`config.mk`:
```
export PLATFORM = sky130hd
export DESIGN_NAME = bf_unit
export DESIGN_NICKNAME = d
export VERILOG_FILES = /design/src/rtl/bf_pkg.sv /design/src/rtl/bf_rotator.sv /design/src/rtl/bf_lead_count.sv /design/src/rtl/bf_unit.sv
export SDC_FILE = /design/constraint.sdc
export NUM_CORES = 1
export LEC_CHECK = 0
export CAP_MARGIN = 15
export CELL_PAD_IN_SITES_DETAIL_PLACEMENT = 0
export CELL_PAD_IN_SITES_GLOBAL_PLACEMENT = 2
export CORE_MARGIN = 4
export CORE_UTILIZATION = 42
export DETAILED_ROUTE_END_ITERATION = 6
export DONT_BUFFER_PORTS = 1
export PLACE_DENSITY_LB_ADDON = 0.05
export SLEW_MARGIN = 25
export SYNTH_ARGS = -nofsm -noshare
export SYNTH_HDL_FRONTEND = slang
export SYNTH_HIERARCHICAL = 1
export SYNTH_SLANG_ARGS = --single-unit
```
`constraint.sdc`:
```
create_clock -name clk -period 0.8 [get_ports clk]
set_input_delay 0.16 -clock clk [delete_from_list [all_inputs] [get_ports clk]]
set_output_delay 0.16 -clock clk [all_outputs]
set_load 0.01 [all_outputs]
```
`src/rtl/bf_pkg.sv`:
```
package bf_pkg;
  typedef enum logic [2:0] {
    BF_TST  = 3'd0,
    BF_CLR  = 3'd1,
    BF_SET  = 3'd2,
    BF_CHG  = 3'd3,
    BF_EXTU = 3'd4,
    BF_EXTS = 3'd5,
    BF_INS  = 3'd6,
    BF_FFO  = 3'd7
  } bf_op_e;
endpackage

```
`src/rtl/bf_rotator.sv`:
```
module bf_rotator #(
  parameter int unsigned DW   = 32,
  parameter bit          LEFT = 1'b1,
  localparam int unsigned LW  = $clog2(DW)
) (
  input  logic [DW-1:0] din,
  input  logic [LW-1:0] amt,
  output logic [DW-1:0] dout
);
  logic [2*DW-1:0] twice;

  generate
    if (LEFT) begin : g_left
      assign twice = {din, din} << amt;
      assign dout  = twice[2*DW-1:DW];
    end else begin : g_right
      assign twice = {din, din} >> amt;
      assign dout  = twice[DW-1:0];
    end
  endgenerate
endmodule

```
`src/rtl/bf_lead_count.sv`:
```
module bf_lead_count #(
  parameter int unsigned DW = 32,
  localparam int unsigned LW = $clog2(DW)
) (
  input  logic [DW-1:0] vec,
  output logic [LW:0]   cnt
);
  // Highest set bit wins because later iterations overwrite earlier ones.
  always_comb begin
    cnt = (LW+1)'(DW);
    for (int i = 0; i < DW; i++) begin
      if (vec[i]) cnt = (LW+1)'(DW - 1 - i);
    end
  end
endmodule

```
`src/rtl/bf_unit.sv`:
```
module bf_unit
  import bf_pkg::*;
#(
  parameter int unsigned DW = 32,
  localparam int unsigned LW = $clog2(DW)
) (
  input  logic          clk,
  input  logic          rst_n,
  input  logic          in_valid,
  input  logic [2:0]    op,
  input  logic [DW-1:0] dst_word,
  input  logic [DW-1:0] src_reg,
  input  logic          off_sel,
  input  logic [LW-1:0] off_imm,
  input  logic [DW-1:0] off_reg,
  input  logic          wid_sel,
  input  logic [LW-1:0] wid_imm,
  input  logic [DW-1:0] wid_reg,
  output logic          out_valid,
  output logic [DW-1:0] word_out,
  output logic [DW-1:0] result_out,
  output logic          flag_n,
  output logic          flag_z,
  output logic          flag_v,
  output logic          flag_c
);
  bf_op_e        op_e;
  logic [DW-1:0] off_full;
  logic [LW-1:0] off_lo, wcode, shamt;
  logic [LW:0]   wlen, lead, ffo_pos;
  logic [DW-1:0] rot, mtop, field_top, ins_top, pay_top;
  logic [DW-1:0] wdat, mask, tested;
  logic [DW-1:0] word_nx, res_nx;
  logic          n_nx, z_nx, writes;
  logic          unused_wid_hi;

  logic          valid_q, n_q, z_q;
  logic [DW-1:0] word_q, res_q;

  assign op_e          = bf_op_e'(op);
  assign unused_wid_hi = ^wid_reg[DW-1:LW];

  // Operand selection
  assign off_full = off_sel ? off_reg : DW'(off_imm);
  assign off_lo   = off_full[LW-1:0];
  assign wcode    = wid_sel ? wid_reg[LW-1:0] : wid_imm;
  assign wlen     = (wcode == '0) ? (LW+1)'(DW) : {1'b0, wcode};
  assign shamt    = ~wcode + 1'b1;  // DW - width, modulo DW

  // Bring the field to the top of the word
  bf_rotator #(.DW(DW), .LEFT(1'b1)) i_rot_src (
    .din(dst_word), .amt(off_lo), .dout(rot)
  );

  assign mtop      = {DW{1'b1}} << shamt;
  assign field_top = rot & mtop;
  assign ins_top   = src_reg << shamt;

  always_comb begin
    unique case (op_e)
      BF_CLR:  pay_top = '0;
      BF_SET:  pay_top = '1;
      BF_CHG:  pay_top = ~rot;
      BF_INS:  pay_top = ins_top;
      default: pay_top = rot;
    endcase
  end

  // Return payload and mask to the field's home position
  bf_rotator #(.DW(DW), .LEFT(1'b0)) i_rot_dat (
    .din(pay_top), .amt(off_lo), .dout(wdat)
  );
  bf_rotator #(.DW(DW), .LEFT(1'b0)) i_rot_msk (
    .din(mtop), .amt(off_lo), .dout(mask)
  );

  bf_lead_count #(.DW(DW)) i_lead (
    .vec(field_top), .cnt(lead)
  );

  // Next-state logic
  assign writes  = (op_e == BF_CLR) || (op_e == BF_SET) ||
                   (op_e == BF_CHG) || (op_e == BF_INS);
  assign word_nx = writes ? ((dst_word & ~mask) | (wdat & mask)) : dst_word;
  assign tested  = (op_e == BF_INS) ? ins_top : field_top;
  assign n_nx    = tested[DW-1];
  assign z_nx    = (tested == '0);
  assign ffo_pos = (field_top == '0) ? wlen : lead;

  always_comb begin
    unique case (op_e)
      BF_EXTU: res_nx = rot >> shamt;
      BF_EXTS: res_nx = DW'($signed(rot) >>> shamt);
      BF_FFO:  res_nx = off_full + DW'(ffo_pos);
      default: res_nx = '0;
    endcase
  end

  // Registers
  always_ff @(posedge clk or negedge rst_n) begin
    if (!rst_n) begin
      valid_q <= 1'b0;
      word_q  <= '0;
      res_q   <= '0;
      n_q     <= 1'b0;
      z_q     <= 1'b0;
    end else begin
      valid_q <= in_valid;
      if (in_valid) begin
        word_q <= word_nx;
        res_q  <= res_nx;
        n_q    <= n_nx;
        z_q    <= z_nx;
      end
    end
  end

  assign out_valid  = valid_q;
  assign word_out   = word_q;
  assign result_out = res_q;
  assign flag_n     = n_q;
  assign flag_z     = z_q;
  assign flag_v     = 1'b0;
  assign flag_c     = 1'b0;

  // Assertions
  p_valid_lat_r2: assert property (@(posedge clk) disable iff (!rst_n)
    in_valid |=> out_valid);
  p_idle_lat_r2: assert property (@(posedge clk) disable iff (!rst_n)
    !in_valid |=> !out_valid);
  p_hold_r2: assert property (@(posedge clk) disable iff (!rst_n)
    !in_valid |=> ($stable(word_out) && $stable(result_out)));
  p_mask_len_r3: assert property (@(posedge clk) disable iff (!rst_n)
    in_valid |-> ($countones(mask) == int'(wlen)));
  p_outside_kept_r6: assert property (@(posedge clk) disable iff (!rst_n)
    in_valid |-> (((word_nx ^ dst_word) & ~mask) == '0));
  p_extu_zero_r7: assert property (@(posedge clk) disable iff (!rst_n)
    (in_valid && op_e == BF_EXTU) |-> (z_nx == (res_nx == '0)));
  p_exts_sign_r8: assert property (@(posedge clk) disable iff (!rst_n)
    (in_valid && op_e == BF_EXTS) |-> (n_nx == res_nx[DW-1]));
  p_ffo_range_r10: assert property (@(posedge clk) disable iff (!rst_n)
    (in_valid && op_e == BF_FFO && !z_nx) |-> ((res_nx - off_full) < DW'(wlen)));
endmodule

```
==> results of run 1 <==
power groups by stage:
stage / Combinational (uW) / Clock (uW) / Sequential (uW)
floorplan: 16100 / 0 / 4310
global placement: 26100 / 0 / 4180
detailed placement: 26200 / 0 / 4190
CTS: 26700 / 4560 / 4210
global route: 29600 / 4750 / 4250
finish: 28000 / 4510 / 4210
cells by family after synthesis:
| group | after synthesis | synth area share, % |
|---|---|---|
| XOR/XNOR | 30 | 1.87 |
| AO/OA/AOI/OAI | 356 | 15.4 |
| buffers and inverters | 185 | 6.62 |
| adder cells (fa/ha/maj) | 12 | 1.01 |
| AND/OR/NAND/NOR | 460 | 13.9 |
| other | 2 | 0.0487 |
| flip-flops | 67 | 10.9 |
| multiplexers | 486 | 50.2 |
stage by stage:
stage,area (um2),power [uW],util [%],hold slack [ns]
2_1_floorplan,15700,20400,-,-0.136
5_1_grt,19900,38600,55.5,-0.505
3_3_place_gp,18700,30300,52.0,-0.134
4_1_cts,19400,35500,53.9,-0.503
3_5_place_dp,18700,30400,52.0,-0.134
6_report,19900,36800,55.5,-0.492
state kept, by name, indices dropped and copies added, names as in the netlist:
signal and flops:
flag_n 1, flag_z 1, out_valid 1, result_out 32, word_out 32
critical path, cell delays in order:
cell and delay (ns):
mux2i_4 0.30, inv_4 0.13, buf_4 0.17, mux4_2 0.49, mux4_2 0.53, mux2_2 0.33, or4_4 0.50, a211oi_2 0.15
o21ai_1 0.09, o21ai_1 0.18, nand4_2 0.20, o31ai_4 0.29, buf_6 0.15, ha_4 0.13, inv_2 0.04, fa_2 0.34
nor2b_1 0.16, o21ai_2 0.09, a21boi_2 0.22, o21ai_4 0.12, a2111oi_4 0.39, nand3_1 0.14, xor2_1 0.17, o22ai_1 0.10
a22o_1 0.19
final timing paths:
path | from | to | slack (ns) | cells past startpoint
max in group asynchronous | rst_n | flag_n$_DFFE_PN0P_ | 1.15 | 0
hold / removal | rst_n | word_out[5]$_DFFE_PN0P_ | -0.49 | 0
setup / recovery | off_sel | result_out[28]$_DFFE_PN0P_ | -4.73 | 25
setup reg to reg | flag_z$_DFFE_PN0P_ | flag_z$_DFFE_PN0P_ | -0.08 | 2
min in group clk | in_valid | out_valid$_DFF_PN0_ | -0.16 | 0
hold reg to reg | result_out[19]$_DFFE_PN0P_ | result_out[19]$_DFFE_PN0P_ | 0.51 | 1
cell type report:
| type | count | share of cell area, % |
|---|---|---|
| multi-input combinational | 1350 | 66.7 |
| timing repair buffer | 461 | 19.8 |
| sequential | 67 | 8.42 |
| tap | 461 | 2.89 |
| clock buffer | 12 | 1.29 |
| inverter | 25 | 0.496 |
| clock inverter | 4 | 0.364 |
per-layer routing:
metal,wire length [um],up-vias,global-route usage [%]
met4,3330,0,12.6
met2,33000,834,55.9
met5,0,-,0
met3,5570,173,5.50
li1,-,6962,-
met1,26200,7801,43.3
cells in the final DEF (no fill, tap or decap), types with 13 or more instances in the layout:
cell type and count:
a21oi_1 111, buf_4 374, buf_12 15, nor2_1 124, nand3_1 28, o22ai_1 13, inv_1 17, buf_6 66
nand4_1 17, o2bb2ai_1 19, mux2_2 80, a211oi_1 18, o21ai_0 35, nor3_1 18, o21ai_1 18, and2_1 32
and3_1 13, a31oi_1 14, nand2_1 166, xor2_1 20, mux2_4 26, mux4_2 216, mux2i_1 143, dfrtp_1 66
repair_timing:
item,in CTS,in global routing
endpoints found under the hold margin,103,102
gates resized for setup,84,57
setup endpoints to repair,133,133
cloned,0,2
pin swaps,30,8
buffers inserted,4,35
==> run_results.csv, run 1 <==
group,metric,value,unit
timing,finalSetupViolCount,133,
run_status,violations,"DRC, hold timing, setup timing",
global_route,grt_max_degree,74,
timing,whs,-0.492,ns
power_and_ir_drop,power.switching,16200,uW
yosys,ys_ff_latch,67,
final_layout,regArea,1680,um2
drt,vias,15800,
drt,first_pass_iters,7,
place,place_hpwl,55.1,mm
clock_network,cts_root_buf,"clkbuf_16",
setup_path,startpoint_type,"primary input",
run_status,outcome,"finished with violations",
place,io_buffers,0,
final_layout,n_fill_cell,3276,
timing,slew_viol_final,0,
setup_path,crit_fanout,22,
final_layout,antenna_cells,0,
die,fp.dieH,200,um
clock_network,clock_latency,0.35,ns
die,coreArea,35900,um2
drt,drc,1,
global_route,antenna_found_initial,0,
yosys,synth_top_area_share,31.5,%
power_and_ir_drop,comb_power_share,76.3,%
power_and_ir_drop,power_frac_seq,11.5,%
setup_path,cp-end-kind,"flop",
yosys,synthCells,1598,
drt,viasPerCell,6.63,
clock_network,path_clk_slew,0.06,ns
drt,postRouteAntennaNets,0,
final_layout,num-nets-final,2071,
power_and_ir_drop,leakagePower,0.00822,uW
clock_network,cts_sinks,67,
die,rows,69,
yosys,synth_seq_area_share,10.9,%
timing,layout_setup_ws,-4.73,ns
timing,setup_tns,-268.28,ns
place,dpl_worst_slack,-5.21,ns
setup_path,crit_required,1.03,ns
final_layout,drive_gt1_share,46.9,%
clock_network,ctsHoldBuffers,1,
global_route,grt_pass1_vias,15600,
yosys,ys.flop_type,"dfrtp_1",
final_layout,area_growth,29.2,%
power_and_ir_drop,intPower,20500,uW
yosys,synth_top_area_cell,"mux4_2",
final_layout,final_cells,2380,
final_layout,multiInputGateArea,13300,um2
yosys,yosys_warnings,6,
die,start_util,43.0,%
drt,drt_iter0_markers,1569,
yosys,netlist_area,15400,um2
timing,tightest_slew,1.12,ns
global_route,grt.total_usage,33.3,%
clock_network,htree_levels,3,
clock_network,tritoncts,"built",
flow_run,maxCapViolCount,0,
power_and_ir_drop,clockPowerShare,12.3,%
yosys,async_flop_share,100,%
yosys,synth.top_cells.by_count,"mux4_2, nand2_1, mux2i_1",
drt,wire_per_inst,28.6,um
setup_path,crit_arrival,5.76,ns
timing,finalClockSkew,0,ns
timing,timing.final.crit_share,691,%
timing,fmax,181,MHz
global_route,overflow,0,
power_and_ir_drop,cellPowerDensity,1840,nW/um2
power_and_ir_drop,peakVddDrop,1.19,mV
yosys,ys_types,91,
worst_hold_path,hold_path_class,"in -> async",
timing,min_period,5.53,ns
die,die_x,200,um
clock_network,cts_buffers,9,
drt,totalWireLength,68.1,mm
place,place_inst,2323,
global_route,grt_pass1_wl,101,mm
timing,hold_viol,101,
yosys,syn_avg_cell_area,9.65,um2
yosys,synth_edf_count,0,
timing,slew-limit-headroom,25.1,%
setup_path,crit_type,"in -> reg",
yosys,synth.area.top_cells,"mux4_2, dfrtp_1, mux2i_1",
die,die_area,39900,um2
die,num_io_pins,215,
timing,rsz0062_at_grt,"true",
yosys,synth_most_common_cell,"mux4_2",
place,place_congestion,0.986,
clock_network,clock_path_buffers,2,
power_and_ir_drop,swShare,44.1,%
Note: power is estimated with default switching activity, not from simulation.
==> inputs of run 2 (changes only) <==
--- a/config.mk
+++ b/config.mk
@@ -9,7 +9,7 @@
 export CELL_PAD_IN_SITES_DETAIL_PLACEMENT = 0
 export CELL_PAD_IN_SITES_GLOBAL_PLACEMENT = 2
 export CORE_MARGIN = 4
-export CORE_UTILIZATION = 42
+export CORE_UTILIZATION = 30
 export DETAILED_ROUTE_END_ITERATION = 6
 export DONT_BUFFER_PORTS = 1
 export PLACE_DENSITY_LB_ADDON = 0.05
==> run 2 against run 1 <==
Against the previous run: the run ends with hold timing, setup timing left; core utilization down 14 points; clock power down 9.8%; sequential power about the same; routed wire length up 11%; critical endpoint is now result_out[21]$_DFFE_PN0P_; highest routed layer unchanged.
==> run_results.csv, run 2 (synthesis results as in run 1) <==
group,metric,value,unit
run_status,outcome,"finished with violations",
run_status,violations,"hold timing, setup timing",
drt,drt_iter0_markers,1434,
timing,timing.final.crit_share,693,%
clock_network,cts_buffers,9,
setup_path,crit_required,1.03,ns
final_layout,mostFrequentLayoutCell,"buf_4",
clock_network,tritoncts,"built",
setup_path,r2r-start,"result_out[10]$_DFFE_PN0P_",
drt,totalWireLength,75.8,mm
drt,postRouteAntennaNets,0,
setup_path,rrSetupSlack,-0.04,ns
global_route,use_met2,45.8,%
timing,slew-limit-headroom,25.4,%
global_route,grt.total_usage,26.3,%
global_route,grt_max_degree,74,
final_layout,n_fill_cell,5047,
timing,finalClockSkew,0,ns
timing,tightest_slew,1.11,ns
clock_network,clock_latency,0.36,ns
drt,viasPerCell,5.99,
setup_path,worstReg2RegEnd,"result_out[10]$_DFFE_PN0P_",
clock_network,cts_sinks,67,
clock_network,cts_root_buf,"clkbuf_16",
die,start_util,30.6,%
setup_path,crit_end,"result_out[21]$_DFFE_PN0P_",
setup_path,crit_type,"in -> reg",
drt,drc,0,
place,place_congestion,0.983,
power_and_ir_drop,leakagePower,0.00852,uW
die,fp.dieH,235,um
die,die_x,235,um
timing,fmax,180,MHz
final_layout,final_cell_mix,"buf_4, mux4_2, nand2_1",
setup_path,startpoint,"off_sel",
flow_run,maxCapViolCount,0,
clock_network,ctsHoldBuffers,2,
place,place_area,19200,um2
timing,hold_viol,102,
setup_path,r2r_cells,3,
timing,layout_setup_ws,-4.75,ns
timing,min_period,5.55,ns
global_route,overflow,0,
global_route,grt_pass1_wl,111,mm
global_route,gr-usage-met3,3.26,%
global_route,antenna_found_initial,0,
drt,first_pass_iters,5,
final_layout,regArea,1680,um2
drt,wire_per_inst,28.8,um
power_and_ir_drop,cellPowerDensity,1830,nW/um2
final_layout,multiInputGateArea,13600,um2
global_route,grt-busiest-layer,"met2",
die,coreArea,50500,um2
final_layout,stdcell_area,20800,um2
clock_network,clock_path_buffers,2,
die,rows,82,
timing,rsz0062_at_grt,"true",
final_layout,num-nets-final,2113,
clock_network,path_clk_slew,0.06,ns
clock_network,htree_levels,3,
final_layout,area_growth,35.0,%
setup_path,crit_arrival,5.78,ns
timing,finalSetupViolCount,133,
place,place_hpwl,61.5,mm
timing,slew_viol_final,0,
die,die_area,55100,um2
drt,vias,15800,
power_and_ir_drop,peakVddDrop,1.05,mV
final_layout,drive_gt1_share,49.6,%
global_route,grt_pass1_vias,15700,
global_route,grt_use_met1,34.9,%
setup_path,startpoint_type,"primary input",
final_layout,antenna_cells,0,
setup_path,cp-end-kind,"flop",
setup_path,crit_fanout,22,
worst_hold_path,hold_path_class,"in -> async",
timing,whs,-0.499,ns
place,io_buffers,0,
die,num_io_pins,215,
-- run 2: changes by cell type in the layout (fill, tap and decap cells not counted), moves of 5 or more --
| cell | previous run | this run |
|---|---|---|
| buf_6 | 66 | 81 |
| a21oi_2 | 6 | 11 |
| buf_4 | 374 | 399 |
| mux2_2 | 80 | 61 |
| a21oi_1 | 111 | 105 |
| mux2i_4 | 8 | 14 |
| mux2_4 | 26 | 44 |
-- run 2: worst min path at each step --
stage,from,end,cells past startpoint
finish,rst_n,word_out[9]$_DFFE_PN0P_,0
floorplan,rst_n,flag_n$_DFFE_PN0P_,0
detailed placement,rst_n,word_out[9]$_DFFE_PN0P_,0
global placement,rst_n,word_out[5]$_DFFE_PN0P_,0
CTS,rst_n,result_out[17]$_DFFE_PN0P_,0
global route,rst_n,word_out[9]$_DFFE_PN0P_,0
-- run 2: what timing repair did --
item                                   in CTS  in global routing
gates resized for setup                    90                129
cloned                                      0                  2
setup endpoints to repair                 133                133
buffers inserted                            7                 34
endpoints found under the hold margin     104                102
pin swaps                                  17                 26
-- run 2: layout make-up --
| cell class | count | area share, % |
|---|---|---|
| clock buffers | 11 | 1.12 |
| clock inverters | 5 | 0.258 |
| inverters | 25 | 0.475 |
| multi-input cells | 1350 | 65.3 |
| flip-flops and latches | 67 | 8.05 |
| well taps | 672 | 4.04 |
| repair buffers | 503 | 20.8 |
-- run 2: critical path, cell delays in order --
cell	delay (ns)
mux2i_4	0.35
inv_4	0.09
buf_12	0.17
mux4_2	0.48
mux4_2	0.51
mux2_4	0.33
a21oi_2	0.15
o21ai_1	0.09
a2111oi_2	0.31
o21ai_1	0.16
a2111oi_4	0.21
nand4_2	0.21
buf_6	0.20
nor3_4	0.18
buf_4	0.13
a21o_1	0.15
ha_1	0.25
a21o_1	0.18
a21oi_2	0.15
o21ai_1	0.10
a21o_1	0.20
a21oi_4	0.28
nor4_1	0.11
buf_4	0.15
buf_4	0.12
xnor2_1	0.11
a21oi_1	0.15
o2bb2ai_1	0.08
-- run 2: report_power, final --
| part | switching, uW | leakage, uW | internal, uW |
|---|---|---|---|
| sequential | 361 | 0.000831 | 3820 |
| clock | 1670 | 0.000143 | 2410 |
| combinational | 15100 | 0.00754 | 14800 |
| total | 17100 | 0.00852 | 21000 |
-- run 2: layer usage --
layer / share of wire, % / up-vias / wire length [um]
li1: - / 7056 / -
met1: 42 / 7985 / 31900
met2: 50 / 626 / 37600
met3: 5.5 / 107 / 4140
met4: 2.8 / 0 / 2110
met5: 0 / - / 0
-- run 2: metrics by stage --
stage	std cells	power (uW)	setup WS (ns)	TNS, ns	utilization [%]
floorplan	1602	20400	-5.00	-262.58	-
global placement	2573	31700	-5.28	-298.02	38.0
global route	2633	40100	-4.90	-280.82	41.3
detailed placement	2573	31600	-5.26	-298.10	38.0
finish	2633	38100	-4.75	-271.56	41.3
CTS	2597	36700	-4.72	-274.33	39.5
